==> config.mk <==
export PLATFORM = sky130hd
export DESIGN_NAME = supply_fault_ctrl
export DESIGN_NICKNAME = d
export VERILOG_FILES = /design/src/rtl/supply_fault_ctrl.sv
export SDC_FILE = /design/constraint.sdc
export NUM_CORES = 1
export LEC_CHECK = 0
export BUFFER_PORTS_ARGS = -buffer_cell sky130_fd_sc_hd__buf_4
export CORE_MARGIN = 5
export CORE_UTILIZATION = 49
export CTS_CLUSTER_SIZE = 16
export DETAILED_ROUTE_END_ITERATION = 16
export PLACE_DENSITY = 0.87
export SYNTH_ARGS = -nofsm -noshare
export SYNTH_HDL_FRONTEND = slang
export SYNTH_SLANG_ARGS = --single-unit
==> constraint.sdc <==
create_clock -name clk -period 2.14 [get_ports clk]
set_clock_uncertainty 0.15 [all_clocks]
set_input_delay 0.535 -clock clk [delete_from_list [all_inputs] [get_ports clk]]
set_output_delay 0.535 -clock clk [all_outputs]
set_load 0.005 [all_outputs]
==> src/rtl/supply_fault_ctrl.sv <==
module supply_fault_ctrl #(
  parameter int DLY_W = 16,
  parameter int RTY_W = 4
) (
  input  logic             clk,
  input  logic             rst_n,
  input  logic             uv_flag,
  input  logic             ov_flag,
  input  logic [1:0]       uv_mode,
  input  logic             ov_mode,
  input  logic [DLY_W-1:0] uv_delay,
  input  logic [RTY_W-1:0] retry_lim,
  input  logic             ext_clk,
  input  logic             restart,
  output logic             conv_en,
  output logic             pwr_good,
  output logic             ls_force,
  output logic             latched_off
);
  localparam logic [1:0]       UV_RIDE = 2'b01;
  localparam logic [1:0]       UV_DLY  = 2'b10;
  localparam logic [RTY_W-1:0] R_MAX   = {RTY_W{1'b1}};

  typedef enum logic [2:0] {S_RUN, S_UVW, S_SHUT, S_CLAMP, S_LATCH} st_t;

  st_t              st, st_n;
  logic [DLY_W-1:0] dcnt, dcnt_n;
  logic [RTY_W-1:0] rcnt, rcnt_n;

  logic blocking, out_of_retries, clamp_ok;
  assign blocking       = ov_flag | (uv_flag & (uv_mode != UV_RIDE));
  assign out_of_retries = (retry_lim != '0) && (rcnt >= retry_lim);
  assign clamp_ok       = ov_mode & ~ext_clk;

  always_comb begin
    st_n   = st;
    dcnt_n = '0;
    rcnt_n = rcnt;
    unique case (st)
      S_RUN, S_UVW: begin
        if (ov_flag) begin
          if (out_of_retries) st_n = S_LATCH;
          else begin
            st_n   = clamp_ok ? S_CLAMP : S_SHUT;
            rcnt_n = (rcnt == R_MAX) ? rcnt : rcnt + 1'b1;
          end
        end else if (uv_flag && uv_mode == UV_DLY) begin
          if (st == S_RUN) st_n = S_UVW;
          else if (dcnt >= uv_delay) st_n = S_LATCH;
          else begin
            st_n   = S_UVW;
            dcnt_n = dcnt + 1'b1;
          end
        end else if (uv_flag && uv_mode != UV_RIDE) begin
          if (out_of_retries) st_n = S_LATCH;
          else begin
            st_n   = S_SHUT;
            rcnt_n = (rcnt == R_MAX) ? rcnt : rcnt + 1'b1;
          end
        end else begin
          st_n = S_RUN;
        end
      end
      S_SHUT:  if (!blocking) st_n = S_RUN;
      S_CLAMP: begin
        if (!blocking) st_n = S_RUN;
        else if (ext_clk) st_n = S_SHUT;
      end
      S_LATCH: if (restart) st_n = S_RUN;
      default: st_n = S_SHUT;
    endcase
    if (restart) rcnt_n = '0;
  end

  always_ff @(posedge clk) begin
    if (!rst_n) begin
      st   <= S_SHUT;
      dcnt <= '0;
      rcnt <= '0;
    end else begin
      st   <= st_n;
      dcnt <= dcnt_n;
      rcnt <= rcnt_n;
    end
  end

  assign conv_en     = rst_n && (st == S_RUN || st == S_UVW);
  assign pwr_good    = conv_en & ~ov_flag;
  assign ls_force    = rst_n && (st == S_CLAMP);
  assign latched_off = rst_n && (st == S_LATCH);
endmodule


==> flow_results.org, run 1 <==
** Synthesis
- Leading area contributor after synthesis :: sky130_fd_sc_hd__dfxtp_1
- After synthesis the netlist holds a flip-flop and latch count of 23.
- Leading register cell type out of synthesis :: sky130_fd_sc_hd__dfxtp_1
- Synth top cells by count :: sky130_fd_sc_hd__nor2_1, sky130_fd_sc_hd__inv_1, sky130_fd_sc_hd__dfxtp_1
- After Yosys synthesis, XOR and XNOR cells account for 7.77% of the synthesized area.
- After synthesis the cells add up to 1580 sq um.
- In the synthesized netlist the async set-or-reset flop fraction comes to 0%.
- Share of the synthesized area in compound gates (AO/OA/AOI/OAI) :: 12.4%
- Dividing the synthesized area by the synthesized cell count gives 8.18 sq um.
- Post-synthesis share of cell area spent on full adders, half adders and majority gates :: 17.4%
- Multiplexer cells account for less than 1% of the synthesized area.
- EDFF count, synth :: 0
- Main combinational cell family by area after synthesis :: simple AND/OR/NAND/NOR gates
- Share of the synthesized area in the top cell type :: 29.2%
- Number of instances in the synthesized netlist :: 193
- After Yosys synthesis, and, or, nand and nor cells account for a little over a quarter of the synthesized area.
- Share of the yosys chip area belonging to registers :: 29.2%
- Syn nets :: 244
- For this run, the number of Yosys warnings is 0.
- Most numerous cell in the Yosys netlist :: sky130_fd_sc_hd__nor2_1
- Unique masters post-synth :: 37
- Cell types with the largest area share after synthesis :: sky130_fd_sc_hd__dfxtp_1, sky130_fd_sc_hd__ha_1, sky130_fd_sc_hd__nor2_1

** Routing
- After detailed routing, the number of remaining DRC violations is 0.
- Number of nets with antenna violations after routing :: 0
- First-pass detailed-route iteration total :: 4
- DRC violation total after the first TritonRoute iteration :: 63
- In the final routed layout, each cell accounts on average for 12.6 um.
- After detailed routing, the number of vias per cell comes to 5.32.
- Final routed wirelength across all metal layers :: 3660 um
- Number of vias in the routed layout :: 1547

** Timing
- Of the available clock period, the critical path in the final layout requires between 90 and 100%.
- The smallest clock period supported by the final layout is computed as about 2100 ps.
- After routing, the total negative slack on setup checks comes to 0 ps.
- Setup repair after global routing could not meet its margin everywhere.
- The max-slew violation count came to 0.
- Setup slack closes at roughly 11 ps.
- Setup violations remaining at the end of the flow were counted as 0.
- Final hold violation count :: 0
- Slew at the pin closest to its max-slew limit :: a little over 500 ps
- Headroom to the max-slew limit came out at 66.1%.
- Timing-limited maximum frequency :: 470 MHz

** Clocking
- Clock tree from TritonCTS :: yes
- The tree is rooted in a sky130_fd_sc_hd__clkbuf_4.
- TritonCTS Buffers :: 3
- Buffers inserted by post-CTS timing repair :: 0
- Count of clock tree sinks :: 23
- Clock-pin slew was measured on the worst setup and hold paths at approximately 130 ps.
- The clock passes through at most 2 buffers.
- CTS H-Tree Depth :: 1
- Clk Latency, worst-skew pair :: between 300 and 400 ps

** Setup path
- Type of element capturing the critical path :: flop
- The slowest stage of the critical path is the sky130_fd_sc_hd__or4_4 cell.
- Critical path, cell by cell :: ha_4, nand4_1, or3_1, or4_4, nand4_4, nor2_1
- For this run, the slowest stage of the critical path takes 470 ps.
- CP top delay family :: simple AND/OR/NAND/NOR gates
- Data required time at the worst endpoint :: 2210 ps
- Critical-path maximum fanout :: 8
- At the worst endpoint, the arrival time is 2200 ps.
- The number of buffers and inverters on the critical path is 0.
- The critical path in this run is classified as reg2reg.
- STA classifies the critical path startpoint as a flop.

** Floorplanning
- The initialized floorplan defines 20 standard-cell rows.
- Die Height :: 66.8 um
- Die boundary width :: 66.8 um
- Die area :: between 4000 and 5000 sq um
- For this configuration, the core starts out at a cell density of 51.3%.
- Number of top-level pins :: 33
- Area of the core region :: 3080 sq um

** Placement
- Buffers placed on the I/O ports in this run total 32.
- Routability-driven placement finished with a final weighted congestion of 0.808.
- OpenSTA, run right after detailed placement, puts the worst setup slack at -348 ps.
- Detailed placement finished with a half-perimeter wire length of approximately 2800 um.

** Layout
- Once layout is complete, the utilization of the core stands at 70.6%.
- Growth of design area from synthesis to finish :: 37.6%
- After the last flow step, the layout net total stands at between 200 and 300.
- Diodes inserted :: 0
- Fraction of final layout cells sized beyond drive strength 1 :: between 30% and 40%

** GRT
- Maximum number of pins on one net before global-route repair :: 13
- Global routing finished with a remaining overflow of 0.
- First-pass GRT wire length :: 5920 um
- Number of global-route vias before repair :: 1455
- In the global route stage, overall resource usage came out at 17.1%.
- The number of antenna violations at the first check in global routing was 0.

** Outcome
- Status :: complete, no violations

** Power
- The worst-case IR drop observed on VDD is 0.274 mV.
- Power comes to 769 uW.
- Cell area power density :: 354 nW/um^2
- Summed over all cells, the static leakage comes to 0.900 nW.

** Hold path
- The min-delay analysis places its worst path in the category in2reg.

** Job
- Number of max-capacitance violations reported :: 0
state kept, by name (all words and copies together) (netlist names):
| name | flops |
|---|---|
| rcnt | 4 |
| st | 3 |
| dcnt | 16 |
per-layer routing:
metal | vias to the layer above | part of all wire (%) | GRT usage, %
li1 | 797 | - | -
met1 | 704 | 42 | 21.2
met2 | 39 | 52 | 28.8
met3 | 7 | 4.0 | 2.70
met4 | 0 | 1.9 | 7.87
met5 | - | 0 | 0
final cells by class:
type | count | area, sq um
multi-input combinational | 146 | 1140
fill | 237 | 906
sequential | 23 | 468
timing repair buffer | 50 | 375
inverter | 24 | 105
tap | 44 | 55.1
clock buffer | 4 | 26.3
stage by stage:
step	area, sq um	instances	hold WS, ps
2_1_floorplan	1680	193	264
6_report	2170	291	314
5_1_grt	2170	291	311
4_1_cts	2150	291	309
3_3_place_gp	2100	286	357
3_5_place_dp	2100	286	358
repair_timing:
item	4_1_cts	5_1_grt
hold endpoints to repair	0	0
pin swaps	1	0
gates resized for setup	5	6
hold buffers	0	0
gates cloned	1	0
setup endpoints to repair	16	20
cell usage in the layout (no fill, tap or decap), drive strengths merged, types with 2 or more instances in the layout:
cell,n
a2111oi,3
a21oi,9
a31oi,3
and3,3
buf,50
clkbuf,4
dfxtp,23
ha,22
inv,24
nand2,10
nand2b,4
nand3,13
nand4,8
nor2,27
nor3,4
nor4,2
o21ai,7
o41ai,2
or4,2
xnor2,6
xor2,8
kinds of logic (layout without fill, tap and decap cells):
logic type      count (synthesis)  count (layout)
flops                          23              23
xor+xnor                       14              14
simple gates                   78              79
compound gates                 30              30
mux                             1               1
buf+inv                        25              78
fa+ha+maj                      22              22
report_power, final:
part	total [mW]	leakage (nW)	switching (mW)	internal (mW)
clock network	0.206	0.0150	0.133	0.0729
registers	0.433	0.189	0.00262	0.430
logic	0.130	0.696	0.0566	0.0737
path summary, 6_finish.rpt:
check                 from       end  slack (ps)  depth (start not counted)
hold / removal       rst_n     st[1]         310                          2
setup reg to reg  dcnt[15]  dcnt[13]          10                          6
setup / recovery  dcnt[15]  dcnt[13]          10                          6
hold reg to reg    rcnt[2]   rcnt[2]         360                          2
No activity file was read; power rests on OpenSTA's default activity.
==> inputs of run 2 (changes only) <==
CELL_PAD_IN_SITES_DETAIL_PLACEMENT = 1   (was not set)
CELL_PAD_IN_SITES_GLOBAL_PLACEMENT = 1   (was not set)
CORE_UTILIZATION = 36   (was 49)
PLACE_DENSITY = 0.86   (was 0.87)
==> run 2 against run 1 <==
  * Routed wire length up 28%
  * Fmax hardly changed
  * Design area increased by 4.5%
  * Critical path depth grew 2
  * First-iteration DRC count increased by 13%
  * Combinational power grew 8%
  * Sequential cell count unchanged
  * Setup slack got worse by 1.9 ps
  * Global-route usage is 0.57 points lower
  * Largest cell class unchanged
  * Worst hold slack improved by 60 ps
==> flow_results.org, run 2 (synthesis results as in run 1) <==
** GRT
- Routing usage on met1 :: 18.2% (-3.0 points)
- Number of global-route vias before repair :: 1827 (+26%)
- The met3 usage is 2.96% (+0.26 points).
- Gr busiest metal :: met2
- The remaining global-route overflow is 0 (unchanged).
- The number of antenna violations at the first check in global routing was 0 (unchanged).
- GR met2 Demand/Resource :: 31.8% (+2.9 points)
- Tot GR Track Use :: 16.6% (-0.57 points)
- The largest net degree at the start of global routing came to 15 (+2).
- First-pass GRT wire length :: 8080 um (+36%)

** Floorplanning
- Die Height :: 76.2 um (+14%)
- The I/O pin count came to 33 (unchanged).
- Area of the core region :: 4290 sq um (+40%)
- Die area :: 5810 sq um (+30%)
- The initial core utilization is 36.8% (-15 points).
- The number of placement rows is 24 (+20%).
- Die boundary width :: 76.2 um (+14%)

** Setup path
- Category of the most critical setup path :: in2reg
- Crit path arrival time :: 2150 ps (-50 ps)
- Depth of the most critical reg-to-reg path :: 6 (unchanged)
- The flop-to-flop setup slack was 9 ps (about the same).
- The worst setup path is launched from an input port.
- Type of element capturing the critical path :: flop
- The data required time of the worst path came to 2160 ps (-50 ps).
- Critical-path maximum fanout :: 8 (unchanged)

** Clocking
- Buffers inserted by post-CTS timing repair :: 0 (unchanged)
- Count of clock tree sinks :: 23 (unchanged)
- The deepest clock path buffer count was 2 (unchanged).
- TritonCTS Buffers :: 3 (unchanged)
- Clock tree from TritonCTS :: yes
- Clock tree synthesis selected as its root buffer the cell sky130_fd_sc_hd__clkbuf_8.
- Clk Latency, worst-skew pair :: 270 ps (-40 ps)
- CTS H-Tree Depth :: 1 (unchanged)
- The hold buffer count at cts came to 0 (unchanged).
- Reg clk slew, reported paths :: 90 ps (-40 ps)

** Routing
- Number of vias in the routed layout :: 1597 (+3.2%)
- The via density per instance came to 5.27 (-0.86%).
- Number of nets with antenna violations after routing :: 0 (unchanged)
- The number of DRC markers after the initial detailed-route iteration was 71 (+13%).
- Number of design rule violations left after detail routing :: 0 (unchanged)
- WL per Instance :: 15.5 um (+23%)
- Final routed wirelength across all metal layers :: 4700 um (+28%)
- First-pass detailed-route iteration total :: 4 (unchanged)

** Timing
- Unrepaired setup endpoints after global routing :: yes
- Final hold violation count :: 0 (unchanged)
- Total of endpoints with negative setup slack in the final report :: 0 (unchanged)
- Count of pins over their slew limit :: 0 (unchanged)
- Final period util :: 99.6% (about the same)
- Slew at the pin closest to its max-slew limit :: 444 ps (-61.5 ps)
- Final critical-path required period :: 2130 ps (+1.85 ps)
- The worst slew margin relative to its limit came to 70.0% (+4.0 points).
- The maximum frequency from static timing analysis is 469 MHz (about the same).
- The setup slack of the critical path after layout was 9.22 ps (-1.85 ps).

** Placement
- Placed cells :: 298 (+4.2%)
- The number of port buffers came to 32 (unchanged).
- Dpl hpwl :: 3680 um (+31%)
- The final estimated routing congestion in global placement came to 0.787 (-2.6%).
- Pre-CTS WS :: -390 ps (-42.0 ps)

** Layout
- The final non-filler cell total is 303 (+4.1%).
- The share of final-layout standard cells stronger than drive strength 1 is 35.9% (+2.3 points).
- Diodes inserted :: 0 (unchanged)
- Final core utilization :: 52.9% (-18 points)
- Largest registers :: dcnt x16, rcnt x4, st x3
- Fill count :: 528 (+120%)
- Most common cell after layout, fill and taps aside :: sky130_fd_sc_hd__buf_4
- Commonest cells after routing, fill and taps aside :: sky130_fd_sc_hd__buf_4, sky130_fd_sc_hd__nor2_1, sky130_fd_sc_hd__dfxtp_1
- The area growth from synthesis to layout is 43.7%.
- The flip-flop count of the largest register, all copies and words added is 16 (unchanged).
- Register with the most flip-flops :: dcnt
- The final net count came to 303 (+1.3%).

** Power
- The internal power component was 640 uW (+11%).
- The switching power as a share of total power is 25.8% (+0.76 points).
- The portion of total power attributed to sequential cells came to 50.1% (-6.2 points).
- The power share of the combinational group came to 16.2% (-0.7 points).
- The switching component of the power came to 222 uW (+16%).
- The maximum vdd ir drop was 0.220 mV (-20%).
- Clk pwr share :: 33.6% (+6.8 points)
- Cell area power density :: 380 nW/um^2 (+7.3%)
- Leak pwr :: 0.931 nW (+3.5%)

** Hold path
- Worst min path class :: reg2reg
- The worst hold path stage count came to 2 (unchanged).

** Outcome
- The flow ran to the end, and the final reports show no timing, DRC or antenna violations.

** Job
- The number of max-capacitance violations reported was 0 (unchanged).
## run 2: cell count changes in the layout (fill, tap and decap cells not counted), sizes merged
cell      delta
clkinvlp     +1
clkbuf       -1
buf          +4
## run 2: what timing repair did
action / 4_1_cts / 5_1_grt
gates resized for setup: 11 / 7
gates cloned: 1 / 0
setup endpoints to repair: 16 / 20
pin swaps: 2 / 0
## run 2: area by class of cell
type / count / area (sq um) / area share (%)
tap: 52 / 65.1 / 2.87
multi-input combinational: 146 / 1160 / 51.2
clock buffer: 3 / 41.3 / 1.82
clock inverter: 1 / 7.51 / 0.331
inverter: 24 / 105 / 4.63
sequential: 23 / 464 / 20.5
timing repair buffer: 54 / 424 / 18.7
## run 2: per-stage QoR
step	TNS, ps	hold slack, ps	area [sq um]	power [mW]
detailed placement	-6960	367	2140	0.575
finish	0	374	2270	0.862
CTS	-32.8	377	2250	0.861
global route	-462	390	2270	0.898
global placement	-5520	358	2140	0.567
floorplan	-1190	264	1680	0.496
## run 2: power by group through the flow
stage               Clock (mW)  Combinational, mW  Sequential [mW]
finish                   0.290              0.140            0.432
global route             0.310              0.156            0.433
CTS                      0.290              0.138            0.432
detailed placement           0              0.133            0.442
global placement             0              0.124            0.442
floorplan                    0             0.0538            0.442
## run 2: final timing paths
kind	start	endpoint
max	uv_delay[12]	dcnt[9]
min	dcnt[0]	dcnt[0]
max reg2reg	dcnt[13]	dcnt[9]
min reg2reg	dcnt[0]	dcnt[0]
## run 2: metal layers
metal / vias up / share of wire, %
li1: 802 / -
met1: 759 / 43
met2: 28 / 53
met3: 8 / 3.2
met4: 0 / 1.3
met5: - / 0
## run 2: worst max-delay path, stage by stage
cell and delay, ps:
sky130_fd_sc_hd__buf_4 80, sky130_fd_sc_hd__inv_2 30, sky130_fd_sc_hd__ha_4 250, sky130_fd_sc_hd__nand4_1 120, sky130_fd_sc_hd__or3_1 390, sky130_fd_sc_hd__or4_4 470
sky130_fd_sc_hd__nand4_4 190, sky130_fd_sc_hd__nor2_1 80
